===== src/rtl/clksel_pkg.sv =====
`timescale 1ns/1ps
package clksel_pkg;

    localparam int LANES       = 4;
    localparam int LANE_STRIDE = 8;
    localparam int SLOT_W      = 4;
    localparam int WORD_W      = 32;

    typedef enum logic [1:0] {
        AK_PLAIN  = 2'd0,
        AK_SET    = 2'd1,
        AK_CLR    = 2'd2,
        AK_COMMIT = 2'd3
    } acc_kind_e;

    // Field width of multiplexer m, from 1 to SLOT_W bits
    function automatic int sel_width(input int m);
        return ((m + m / LANES) % LANES) + 1;
    endfunction

    // Bits of word w that belong to some field
    function automatic logic [WORD_W-1:0] word_mask(input int w);
        logic [WORD_W-1:0] mk;
        mk = '0;
        for (int l = 0; l < LANES; l++) begin
            for (int b = 0; b < sel_width(w * LANES + l); b++) begin
                mk[l * LANE_STRIDE + b] = 1'b1;
            end
        end
        return mk;
    endfunction

    // Commit index of multiplexer m, or -1 for the immediate one
    function automatic int commit_index(input int m, input int imm);
        if (m == imm) return -1;
        if (imm >= 0 && m > imm) return m - 1;
        return m;
    endfunction

endpackage


===== src/rtl/clksel_decode.sv =====
`timescale 1ns/1ps
module clksel_decode
    import clksel_pkg::*;
#(
    parameter int NUM_WORDS    = 17,
    parameter int NUM_UPD_REGS = 3,
    parameter int IDX_W        = 5
) (
    input  logic [IDX_W+1:0]        addr,
    input  logic                    we,
    output logic [NUM_WORDS-1:0]    plain_we,
    output logic [NUM_WORDS-1:0]    set_we,
    output logic [NUM_WORDS-1:0]    clr_we,
    output logic [NUM_UPD_REGS-1:0] commit_we
);

    acc_kind_e        kind;
    logic [IDX_W-1:0] idx;

    always_comb begin
        kind      = acc_kind_e'(addr[IDX_W+1:IDX_W]);
        idx       = addr[IDX_W-1:0];
        plain_we  = '0;
        set_we    = '0;
        clr_we    = '0;
        commit_we = '0;
        for (int w = 0; w < NUM_WORDS; w++) begin
            if (we && idx == IDX_W'(w)) begin
                plain_we[w] = (kind == AK_PLAIN);
                set_we[w]   = (kind == AK_SET);
                clr_we[w]   = (kind == AK_CLR);
            end
        end
        for (int r = 0; r < NUM_UPD_REGS; r++) begin
            if (we && idx == IDX_W'(r)) begin
                commit_we[r] = (kind == AK_COMMIT);
            end
        end
    end

endmodule


===== src/rtl/clksel_word.sv =====
`timescale 1ns/1ps
module clksel_word
    import clksel_pkg::*;
#(
    parameter logic [WORD_W-1:0] MASK = '0
) (
    input  logic              clk,
    input  logic              rst_n,
    input  logic              plain_we,
    input  logic              set_we,
    input  logic              clr_we,
    input  logic [WORD_W-1:0] wdata,
    output logic [WORD_W-1:0] cfg_d,
    output logic [WORD_W-1:0] cfg_q
);

    typedef struct packed {
        logic [WORD_W-1:0] cfg;
    } word_st_t;

    word_st_t st_d, st_q;

    always_comb begin
        st_d = st_q;
        if (plain_we) begin
            st_d.cfg = wdata & MASK;
        end else if (set_we) begin
            st_d.cfg = st_q.cfg | (wdata & MASK);
        end else if (clr_we) begin
            st_d.cfg = st_q.cfg & ~wdata;
        end
    end

    always_ff @(posedge clk or negedge rst_n) begin
        if (!rst_n) st_q <= '0;
        else        st_q <= st_d;
    end

    assign cfg_d = st_d.cfg;
    assign cfg_q = st_q.cfg;

endmodule


===== src/rtl/clksel_commit.sv =====
`timescale 1ns/1ps
module clksel_commit #(
    parameter int WIDTH     = 1,
    parameter bit IMMEDIATE = 1'b0
) (
    input  logic             clk,
    input  logic             rst_n,
    input  logic             commit,
    input  logic [WIDTH-1:0] field_d,
    output logic [WIDTH-1:0] sel_q
);

    typedef struct packed {
        logic [WIDTH-1:0] sel;
    } sel_st_t;

    sel_st_t st_d, st_q;

    always_comb begin
        st_d = st_q;
        if (IMMEDIATE) begin
            st_d.sel = field_d;
        end else if (commit) begin
            st_d.sel = field_d;
        end
    end

    always_ff @(posedge clk or negedge rst_n) begin
        if (!rst_n) st_q <= '0;
        else        st_q <= st_d;
    end

    assign sel_q = st_q.sel;

endmodule


===== src/rtl/clksel_bank.sv =====
`timescale 1ns/1ps
module clksel_bank
    import clksel_pkg::*;
#(
    parameter  int NUM_WORDS    = 17,
    parameter  int IMM_MUX      = 17,
    parameter  int COMMIT_BITS  = 31,
    localparam int NUM_MUX      = NUM_WORDS * LANES,
    localparam int NUM_UPD      = (IMM_MUX >= 0 && IMM_MUX < NUM_MUX) ? NUM_MUX - 1 : NUM_MUX,
    localparam int NUM_UPD_REGS = (NUM_UPD + COMMIT_BITS - 1) / COMMIT_BITS,
    localparam int IDX_SPAN     = (NUM_WORDS > NUM_UPD_REGS) ? NUM_WORDS : NUM_UPD_REGS,
    localparam int IDX_W        = (IDX_SPAN > 1) ? $clog2(IDX_SPAN) : 1,
    localparam int ADDR_W       = IDX_W + 2
) (
    input  logic                      clk,
    input  logic                      rst_n,
    input  logic [ADDR_W-1:0]         addr,
    input  logic [WORD_W-1:0]         wdata,
    input  logic                      we,
    output logic [WORD_W-1:0]         rdata,
    output logic [NUM_MUX*SLOT_W-1:0] sel_o
);

    logic [NUM_WORDS-1:0]        plain_we, set_we, clr_we;
    logic [NUM_UPD_REGS-1:0]     commit_we;
    logic [NUM_WORDS*WORD_W-1:0] cfg_flat;
    logic [NUM_WORDS*WORD_W-1:0] cfg_next;

    clksel_decode #(
        .NUM_WORDS   (NUM_WORDS),
        .NUM_UPD_REGS(NUM_UPD_REGS),
        .IDX_W       (IDX_W)
    ) u_dec (
        .addr     (addr),
        .we       (we),
        .plain_we (plain_we),
        .set_we   (set_we),
        .clr_we   (clr_we),
        .commit_we(commit_we)
    );

    for (genvar w = 0; w < NUM_WORDS; w++) begin : g_word
        clksel_word #(
            .MASK(word_mask(w))
        ) u_word (
            .clk     (clk),
            .rst_n   (rst_n),
            .plain_we(plain_we[w]),
            .set_we  (set_we[w]),
            .clr_we  (clr_we[w]),
            .wdata   (wdata),
            .cfg_d   (cfg_next[w*WORD_W +: WORD_W]),
            .cfg_q   (cfg_flat[w*WORD_W +: WORD_W])
        );
    end

    for (genvar m = 0; m < NUM_MUX; m++) begin : g_mux
        localparam int  FW  = sel_width(m);
        localparam int  CI  = commit_index(m, IMM_MUX);
        localparam bit  IMM = (CI < 0);
        localparam int  RI  = IMM ? 0 : CI / COMMIT_BITS;
        localparam int  BI  = IMM ? 0 : CI % COMMIT_BITS;
        localparam int  LO  = (m / LANES) * WORD_W + (m % LANES) * LANE_STRIDE;

        logic          commit;
        logic [FW-1:0] sel;

        assign commit = commit_we[RI] & wdata[BI];

        clksel_commit #(
            .WIDTH    (FW),
            .IMMEDIATE(IMM)
        ) u_commit (
            .clk    (clk),
            .rst_n  (rst_n),
            .commit (commit),
            .field_d(cfg_next[LO +: FW]),
            .sel_q  (sel)
        );

        assign sel_o[m*SLOT_W +: SLOT_W] = SLOT_W'(sel);
    end

    always_comb begin
        rdata = '0;
        if (acc_kind_e'(addr[ADDR_W-1 -: 2]) != AK_COMMIT &&
            int'(addr[IDX_W-1:0]) < NUM_WORDS) begin
            rdata = cfg_flat[int'(addr[IDX_W-1:0]) * WORD_W +: WORD_W];
        end
    end

endmodule


===== config.mk =====
export PLATFORM = sky130hd
export DESIGN_NAME = clksel_bank
export DESIGN_NICKNAME = d
export VERILOG_FILES = /design/src/rtl/clksel_pkg.sv /design/src/rtl/clksel_decode.sv /design/src/rtl/clksel_word.sv /design/src/rtl/clksel_commit.sv /design/src/rtl/clksel_bank.sv
export SDC_FILE = /design/constraint.sdc
export NUM_CORES = 1
export LEC_CHECK = 0
export BUFFER_PORTS_ARGS = -buffer_cell sky130_fd_sc_hd__buf_4
export CORE_ASPECT_RATIO = 2
export CORE_MARGIN = 2
export CORE_UTILIZATION = 33
export DETAILED_ROUTE_END_ITERATION = 8
export GPL_TIMING_DRIVEN = 1
export SLEW_MARGIN = 20
export SYNTH_ARGS = -nofsm -noshare
export SYNTH_HDL_FRONTEND = slang
export SYNTH_SLANG_ARGS = --single-unit

===== constraint.sdc =====
create_clock -name clk -period 3.8 [get_ports clk]
set_clock_uncertainty 0.2 [all_clocks]
set_input_delay 0.19 -clock clk [delete_from_list [all_inputs] [get_ports clk]]
set_output_delay 0.19 -clock clk [all_outputs]
set_load 0.005 [all_outputs]

==> results_dict.tcl, run 1 <==
set metrics [dict create \
    status "complete, no violations" \
    die-area_mm2 0.09932 \
    core_area_mm2 0.09609 \
    vias 22530 \
    cts_tree "yes" \
    fillerInstances 9055 \
    finalCriticalPeriod_ps 3184 \
    cts_resized 0 \
    cp_top_family "simple AND/OR/NAND/NOR gates" \
    die_height_um 443.7 \
    yosys.area_share.xor_xnor_pct 0 \
    finalSetupViolations 0 \
    synth_top_family_by_area "compound AO/OA/AOI/OAI gates" \
    maxCapViolCount 0 \
    insertion_delay_ps 640 \
    cp.depth 8 \
    timing.rr.start "g_word[15].u_word.cfg_q[17]" \
    drtIter0Drc 1874 \
    antenna_found_initial 1 \
    ys.flop_type "dfrtp_1" \
    fin_cells 3944 \
    overflow 0 \
    dp.cells 3798 \
    fp.dieW_um 223.8 \
    finalHoldViolations 0 \
    ys_types 48 \
    grt_max_degree 107 \
    relSlewSlack_pct 24.39 \
    worstPathArrival_ps 2790 \
    worst_pin_slew_ps 1131 \
    track_usage_pct 22.75 \
    syn-instance-count 2485 \
    synth_edf_count 0 \
    cts-root-buf "clkbuf_16" \
    min_path_type "in -> async" \
    power.leakage_uw 0.01760 \
    rsz0062_at_grt "no" \
    io-pin-count 346 \
    power_density_mw_per_mm2 435.1 \
    rrSetupSlack_ps 2030 \
    avgSynthCellArea_um2 12.84 \
    synthArstFlopShare_pct 100.0 \
    fin_crit_sh_pct 83.78 \
    fin_nets 2715 \
    grt_pass1_vias 23310 \
    portBuffers 243 \
    path_class "in -> out" \
    cp_max_fo 25 \
    postCtsHoldBufs 37 \
    cts.sinks 712 \
    numCtsBuffers 58 \
    layout.core_utilization_pct 38.94 \
    cp_slowest_cell "and3b_1" \
    place.gp.congestion 0.9167 \
    wire_per_inst_um 28.70 \
    crit_required_ps 3410 \
    fp-row-count 161 \
    synth-adder-area-share_pct 0 \
    irDropWorstVdd_mv 0.3569 \
    setup_tns_ps 0 \
    endpoint_kind "output pin" \
    syn_area_mm2 0.03190 \
    muxShareOfSynthArea_pct 15.81 \
    setup.worst_path.start "addr[5]" \
    layout-drive-gt1-share_pct 27.05 \
    fmax_ghz 0.3141 \
    drc 0 \
    cp_num_buf_inv 4 \
    synth_compound_area_share_pct 17.29 \
    grt_pass1_wl_um 166000 \
    endpoint "rdata[0]" \
    yosysSeqAreaShare_pct 55.85 \
    cts_max_path_buffers 3 \
    r2r_cells 3 \
    reg2reg_to "g_mux[62].u_commit.sel_q[1]" \
    routed_wl_um 113200 \
    synthSimpleGateAreaFrac_pct 5.119 \
    ant_nets 0 \
    dr.pass1.iters 7 \
    start_util_pct 33.20 \
    syn_to_final_growth_pct 17.31 \
    hpwl_um 80030 \
    slew_viol_final 0 \
    post_cts_buffers 0 \
    via_per_inst 5.711 \
    ys_ff_latch 712 \
    yosysWarningCount 0 \
    critPathMaxStageDelay_ps 680 \
    critPathLaunchType "input port" \
    path_cells "dlygate4sd3_1 -> buf_4 -> nand2_1 -> and3b_1 -> buf_12 -> o211ai_1 -> nand2_1 -> buf_4" \
    htree_levels 2 \
    path_clk_slew_ps 70 \
]
## cells by family (layout without fill, tap and decap cells)
kind of cell,after synthesis,count (layout)
multiplexers,359,359
other,1,103
AO/OA/AOI/OAI,733,733
buffers and inverters,374,509
AND/OR/NAND/NOR,306,306
flip-flops,712,712
## power breakdown
part / switching [uW] / internal, uW
combinational: 1020 / 565
clock: 2960 / 3700
sequential: 193 / 7840
## placed cells by master, fill, tap and decap left out, drive strengths merged, types with 13 or more instances in the layout
cell type | netlist | layout
clkbuf | 189 | 85
nand2b | 34 | 34
mux4 | 96 | 96
dfrtp | 712 | 712
a22oi | 64 | 64
mux2 | 199 | 199
a21boi | 220 | 220
o211ai | 32 | 32
mux2i | 64 | 64
o21a | 154 | 154
nand2 | 111 | 111
buf | 169 | 347
o41ai | 82 | 82
nor3 | 13 | 13
o21ai | 80 | 80
nand3 | 70 | 70
dlygate4sd3 | 0 | 37
a22o | 78 | 78
inv | 16 | 20
conb | 1 | 102
clkinv | 0 | 13
nor2b | 33 | 33
## per-layer routing
| layer | vias to the layer above | GRT usage [%] | wire [um] |
|---|---|---|---|
| met5 | - | 0 | 0 |
| met4 | 0 | 13.41 | 7815 |
| met3 | 306 | 2.826 | 6508 |
| met2 | 1149 | 38.76 | 55830 |
| met1 | 11760 | 27.57 | 43030 |
| li1 | 9312 | - | - |
## Yosys cell counts (8+ instances only)
master / n / area, um2
a21boi_0: 220 / 1652
a21o_1: 10 / 75.07
a22o_1: 78 / 683.2
a22oi_1: 64 / 480.5
buf_1: 26 / 97.59
buf_2: 21 / 105.1
buf_4: 122 / 915.9
clkbuf_1: 189 / 709.4
dfrtp_1: 712 / 17820
inv_1: 16 / 60.06
mux2_1: 35 / 394.1
mux2_2: 164 / 1847
mux2i_1: 64 / 640.6
mux4_2: 96 / 2162
nand2_1: 111 / 416.7
nand2b_1: 34 / 212.7
nand3_1: 70 / 350.3
nor2b_1: 33 / 206.5
nor3_1: 8 / 40.04
o211ai_1: 32 / 240.2
o21a_1: 154 / 1156
o21ai_0: 54 / 270.3
o21ai_1: 26 / 130.1
o31a_1: 10 / 87.58
o41ai_1: 82 / 718.2
or3_1: 8 / 50.05
or4_1: 8 / 60.06
## worst min path at each step
stage / to / slack [ps] / cells after the start
6_report: g_word[9].u_word.cfg_q[9] / 9 / 2
5_1_grt: g_word[7].u_word.cfg_q[0] / 70 / 4
4_1_cts: g_word[7].u_word.cfg_q[0] / 5 / 4
3_5_place_dp: g_word[9].u_word.cfg_q[9] / 130 / 1
3_3_place_gp: g_word[9].u_word.cfg_q[9] / 120 / 1
2_1_floorplan: g_mux[0].u_commit.sel_q / -310 / 0
## state kept, by name, indices dropped and copies added, names as in the netlist
register and flops:
g_mux.u_commit.sel_q 169, g_word.u_word.cfg_q 543
## through the flow
step	hold slack (ps)	cell area, um2	setup WS, ps	power, uW
finish	8.604	37420	616.4	16280
floorplan	-305.6	32280	1502	8970
detailed placement	132.5	34970	640.7	9714
global route	66.23	37420	591.5	16780
CTS	4.839	37420	595.1	16370
global placement	123.5	34970	660.3	9708
## cell type report
type,instances,area [um2],area share [%]
Antenna cell,1,2.502,0.006687
Clock buffer,84,1760,4.704
Clock inverter,24,314.1,0.8392
Inverter,16,60.06,0.1605
Multi-Input combinational cell,1500,12700,33.94
Sequential cell,712,17820,47.61
Tap cell,1222,1529,4.086
Timing Repair Buffer,385,3238,8.653
Note: power is estimated with default switching activity, not from simulation.
==> inputs of run 2 (changes only) <==
clock period = 2.6 ns   (was 3.8 ns; I/O delays follow)
==> run 2 against run 1 <==
  * The flow now finishes with violations (negative setup slack)
  * Power increased by 46%
  * Critical path depth decreased by 3
  * Sequential power increased by 46%
  * First-iteration DRC count decreased by 13%
  * Combinational power increased by 56%
  * Final cell count increased by 1.6%
  * Clock power increased by 44%
  * Clock-buffer cell count decreased by 9
  * Critical endpoint is now rdata[3]
  * Die area unchanged
  * Sequential share of layout area decreased by 1.0 points
  * Non-clock buffer count increased by 63
  * Design area increased by 2.2%
==> results_dict.tcl, run 2 (synthesis gave the netlist of run 1 again) <==
set metrics [dict create \
    status "finished with violations" \
    failed_checks "negative setup slack" \
    finalCriticalPeriod_ps 2607 \
    fillerInstances 8994 \
    setup_ws_ps -6.840 \
    cts_max_path_buffers 3 \
    cts-root-buf "clkbuf_16" \
    antenna_found_initial 2 \
    p_int_uw 17570 \
    finalSetupViolations 1 \
    drtIter0Drc 1625 \
    finalHoldViolations 0 \
    layout_common_cells "dfrtp_1 (712), buf_4 (360), a21boi_0 (220)" \
    numCtsBuffers 58 \
    grt_pass1_wl_um 166700 \
    path_clk_slew_ps 80 \
    fmax_ghz 0.3836 \
    hold_slack_ps 25.61 \
    setup_tns_ps -6.840 \
    insertion_delay_ps 640 \
    path_class "reg -> out" \
    p_sw_share_pct 26.28 \
    endpoint_kind "output pin" \
    power_density_mw_per_mm2 623.2 \
    power_frac_clock_pct 40.4 \
    cts.sinks 712 \
    p_total_uw 23830 \
    worstPathArrival_ps 2280 \
    combPwrFrac_pct 10.4 \
    fin_nets 2778 \
    irDropWorstVdd_mv 0.4832 \
    grt_max_degree 86 \
    layout-drive-gt1-share_pct 29.46 \
    grt_pass1_vias 23840 \
    vias 22570 \
    htree_levels 2 \
    portBuffers 243 \
    ant_nets 0 \
    via_per_inst 5.634 \
    drc 0 \
    wire_per_inst_um 28.39 \
    syn_to_final_growth_pct 19.86 \
    slew_viol_final 0 \
    die-area_mm2 0.09932 \
    place.gp.congestion 0.9188 \
    min_path_type "in -> reg" \
    relSlewSlack_pct 31.00 \
    fp.dieW_um 223.8 \
    crit_required_ps 2270 \
    rsz0062_at_grt "yes" \
    cts_tree "yes" \
    die_height_um 443.7 \
    fin_crit_sh_pct 100.3 \
    track_usage_pct 22.78 \
    maxCapViolCount 0 \
    final_common_cell "dfrtp_1" \
    power.leakage_uw 0.01793 \
    critPathLaunchType "register" \
    io-pin-count 346 \
    dr.pass1.iters 5 \
    pwr-share-seq_pct 49.2 \
    hpwl_um 79860 \
    fp-row-count 161 \
    worst_pin_slew_ps 1033 \
    pre_cts_ws_ps -69.90 \
    overflow 0 \
    switching_power_uw 6261 \
    layout.core_utilization_pct 39.79 \
    core_area_mm2 0.09609 \
    routed_wl_um 113700 \
    largest_register_ffs 543 \
    start_util_pct 33.20 \
    cp_max_fo 2 \
]
[run 2: changes by cell type in the layout (fill, tap and decap cells not counted), moves of 11 or more]
cell / previous run / this run
nand2_1: 111 / 100
nand2_2: 0 / 11
buf_12: 19 / 34
a22oi_1: 64 / 48
a22oi_2: 0 / 16
buf_4: 326 / 360
[run 2: cell type report]
cell class                 count  area, um2  share of cell area (%)
tap                         1222       1529                   3.999
sequential                   712      17820                   46.60
clock inverter                32      407.9                   1.067
inverter                      16      60.06                  0.1571
timing repair buffer         448       3963                   10.36
multi-input combinational   1500      12830                   33.55
clock buffer                  75       1627                   4.254
antenna                        1      2.502                0.006545
[run 2: final timing paths]
kind | cells after the start | endpoint | slack [ps] | start
hold reg to reg | 1 | g_word[8].u_word.cfg_q[28] | 280 | g_word[8].u_word.cfg_q[28]
min in group asynchronous | 3 | g_word[1].u_word.cfg_q[10] | 130 | rst_n
max in group asynchronous | 3 | g_word[7].u_word.cfg_q[29] | 1550 | rst_n
setup / recovery | 5 | rdata[3] | -7 | g_word[11].u_word.cfg_q[3]
hold / removal | 4 | g_word[7].u_word.cfg_q[31] | 30 | addr[5]
setup reg to reg | 4 | g_mux[22].u_commit.sel_q[1] | 1130 | g_word[5].u_word.cfg_q[17]
[run 2: layer usage]
metal  global-route usage (%)  part of all wire, %  vias to the layer above
met5                        0                    0                        -
met4                    12.74                  6.2                        0
met3                    3.078                  5.9                      269
met2                    39.31                   50                     1052
met1                    27.29                   38                    11800
li1                         -                    -                     9446
[run 2: per-stage QoR]
| step | std cells | cell area [um2] |
|---|---|---|
| floorplan | 2586 | 32280 |
| global placement | 3852 | 35570 |
| detailed placement | 3852 | 35570 |
| CTS | 4002 | 38130 |
| global route | 4006 | 38240 |
| finish | 4006 | 38240 |
[run 2: what timing repair did]
| item | CTS | global route |
|---|---|---|
| endpoints found under the hold margin | 1314 | 0 |
| setup buffers | 1 | 3 |
| pin swaps | 7 | 6 |
| setup endpoints to repair | 16 | 18 |
| hold buffers | 42 | 0 |
| gates resized for setup | 22 | 21 |
[run 2: power by group through the flow]
| stage | combinational (uW) | clock [uW] | sequential [uW] |
|---|---|---|---|
| after floorplan | 1290 | 0 | 11800 |
| after CTS | 2450 | 9760 | 11700 |
| after global placement | 2350 | 0 | 11900 |
| after detailed placement | 2370 | 0 | 11900 |
| final | 2480 | 9620 | 11700 |
| after global routing | 2640 | 10100 | 11800 |
[run 2: worst max-delay path: stages (launching register included)]
cell     delay (ps)
dfrtp_1         430
mux4_2          490
mux2_4          270
a22oi_2         150
nand2_2         140
buf_6           150
==> inputs of run 3 (changes only) <==
PLACE_DENSITY = 0.61   (was default)
clock period = 2.1 ns   (was 2.6 ns; I/O delays follow)
==> run 3 against run 2 <==
  * The flow still finishes with violations (negative setup slack)
  * Sequential cell count unchanged
  * Global-route usage is 0.79 points higher
  * Sequential power is 25% higher
  * Non-clock buffer count up 174
  * Utilization rose by 2.3 points
  * Routed wire length up 3.7%
  * Power rose by 26%
  * Clock power grew 25%
  * Worst hold slack worse by 12 ps
  * Die area unchanged
  * Critical endpoint is now rdata[24]
  * Largest power group unchanged
==> results_dict.tcl, run 3 (synthesis gave the netlist of run 1 again) <==
set metrics [dict create \
    status "finished with violations" \
    failed_checks "negative setup slack" \
    fin_nets 2953 \
    fmax_ghz 0.3856 \
    overflow 0 \
    worstPathArrival_ps 2290 \
    critPathLaunchType "register" \
    grt_pass1_wl_um 171900 \
    hold_path_startpoint "addr[4]" \
    dr.pass1.iters 5 \
    setup.worst_path.start "g_word[1].u_word.cfg_q[24]" \
    insertion_delay_ps 640 \
    p_sw_share_pct 26.34 \
    ant_nets 0 \
    routed_wl_um 118000 \
    p_int_uw 22080 \
    top_layer_used "met4" \
    cts_tree "yes" \
    switching_power_uw 7895 \
    layout-drive-gt1-share_pct 34.46 \
    fillerInstances 8917 \
    fp-row-count 161 \
    rrSetupSlack_ps 590 \
    cts-root-buf "clkbuf_16" \
    whs_path_depth 6 \
    finalCriticalPeriod_ps 2594 \
    layout.core_utilization_pct 42.05 \
    drtIter0Drc 1674 \
    cp_max_fo 2 \
    grt_max_degree 67 \
    via_per_inst 5.648 \
    cp_top_family "multiplexers" \
    cp_num_buf_inv 1 \
    hold_end "g_mux[10].u_commit.sel_q" \
    timing.rr.start "g_word[4].u_word.cfg_q[9]" \
    fin_crit_sh_pct 123.5 \
    crit_required_ps 1790 \
    path_class "reg -> out" \
    r2r_cells 3 \
    syn_to_final_growth_pct 26.66 \
    met2WireLength_um 58010 \
    fp.dieW_um 223.8 \
    drc 0 \
    finalHoldViolations 0 \
    hold_slack_ps 13.29 \
    hpwl_um 84420 \
    reg2reg_to "g_word[4].u_word.cfg_q[9]" \
    combPwrFrac_pct 11.4 \
    relSlewSlack_pct 35.78 \
    irDropWorstVdd_mv 0.6178 \
    die-area_mm2 0.09932 \
    wl_met3_um 6656 \
    maxCapViolCount 0 \
    numCtsBuffers 59 \
    finalSetupViolations 32 \
    cts_max_path_buffers 3 \
    vias 23630 \
    core_area_mm2 0.09609 \
    cp_slowest_cell "mux4_2" \
    antenna_found_initial 4 \
    critPathMaxStageDelay_ps 480 \
    dp.cells 3991 \
    start_util_pct 33.20 \
    power_density_mw_per_mm2 741.9 \
    place.gp.congestion 0.9598 \
    slew_viol_final 0 \
    power_frac_clock_pct 40.1 \
    final_common_cell "dfrtp_1" \
    portBuffers 243 \
    die_height_um 443.7 \
    layout_common_cells "dfrtp_1 (710), buf_4 (466), a21boi_0 (220)" \
    cts.sinks 712 \
    power.leakage_uw 0.01909 \
    htree_levels 2 \
    endpoint_kind "output pin" \
    path_cells "mux4_2 -> mux2_4 -> a22oi_2 -> nand2_2 -> buf_6" \
    wire_per_inst_um 28.20 \
    met1Wirelength_um 43870 \
    path_clk_slew_ps 80 \
    pwr-share-seq_pct 48.6 \
    grt_pass1_vias 24760 \
    min_path_type "in -> reg" \
    fin_cells 4184 \
    setup_ws_ps -493.6 \
    largest_register_ffs 543 \
    rsz0062_at_grt "yes" \
    io-pin-count 346 \
    worst_pin_slew_ps 961.3 \
    track_usage_pct 23.57 \
]
-- run 3: worst max path at each step --
stage                                   to  cells after the start  slack, ps
2_1_floorplan                    rdata[10]                      7         -1
3_3_place_gp   g_mux[31].u_commit.sel_q[1]                      9       -230
3_5_place_dp   g_mux[25].u_commit.sel_q[1]                      9       -230
4_1_cts                          rdata[24]                      5       -490
5_1_grt                          rdata[19]                      5       -530
6_report                         rdata[24]                      5       -490
-- run 3: power groups by stage --
stage                     Clock [uW]  Sequential, uW  Combinational [uW]
after floorplan                    0           14600                1600
final                          12000           14600                3410
after CTS                      12100           14500                3360
after global placement             0           14800                3160
after detailed placement           0           14800                3180
after global routing           12600           14600                3610
-- run 3: final cells by class --
cell class | count | area (um2) | area share [%]
Multi-Input combinational cell | 1500 | 13010 | 32.20
Antenna cell | 2 | 5.005 | 0.01239
Tap cell | 1222 | 1529 | 3.784
Sequential cell | 712 | 17820 | 44.10
Clock inverter | 26 | 322.8 | 0.7990
Clock buffer | 84 | 1743 | 4.314
Timing Repair Buffer | 622 | 5914 | 14.64
Inverter | 16 | 60.06 | 0.1486
-- run 3: tightest hold or removal path, cell delays in order --
cell,delay [ps]
buf_4,90
or4b_4,210
nor3_4,70
buf_12,140
nand2_1,80
mux2_1,130
-- run 3: per-stage QoR --
step	setup TNS (ps)	power, uW	area, um2	setup slack [ps]
floorplan	-35.66	16230	32290	-1.202
global placement	-17590	17960	37160	-231.3
detailed placement	-21580	17990	37160	-229.9
CTS	-14150	30030	40170	-492.1
global route	-14130	30830	40400	-530.5
finish	-12160	29980	40400	-493.6
-- run 3: metal layers --
metal	vias up	track usage, %
li1	9798	-
met1	12310	27.30
met2	1133	40.23
met3	386	3.455
met4	0	16.00
met5	-	0
-- run 3: repair_timing --
| action | CTS | global route |
|---|---|---|
| buffers inserted | 16 | 21 |
| resized for setup | 102 | 10 |
| setup endpoints to repair | 32 | 42 |
| gates cloned | 0 | 1 |
| hold buffers | 42 | 3 |
| endpoints found under the hold margin | 1358 | 18 |
| pin swaps | 20 | 5 |
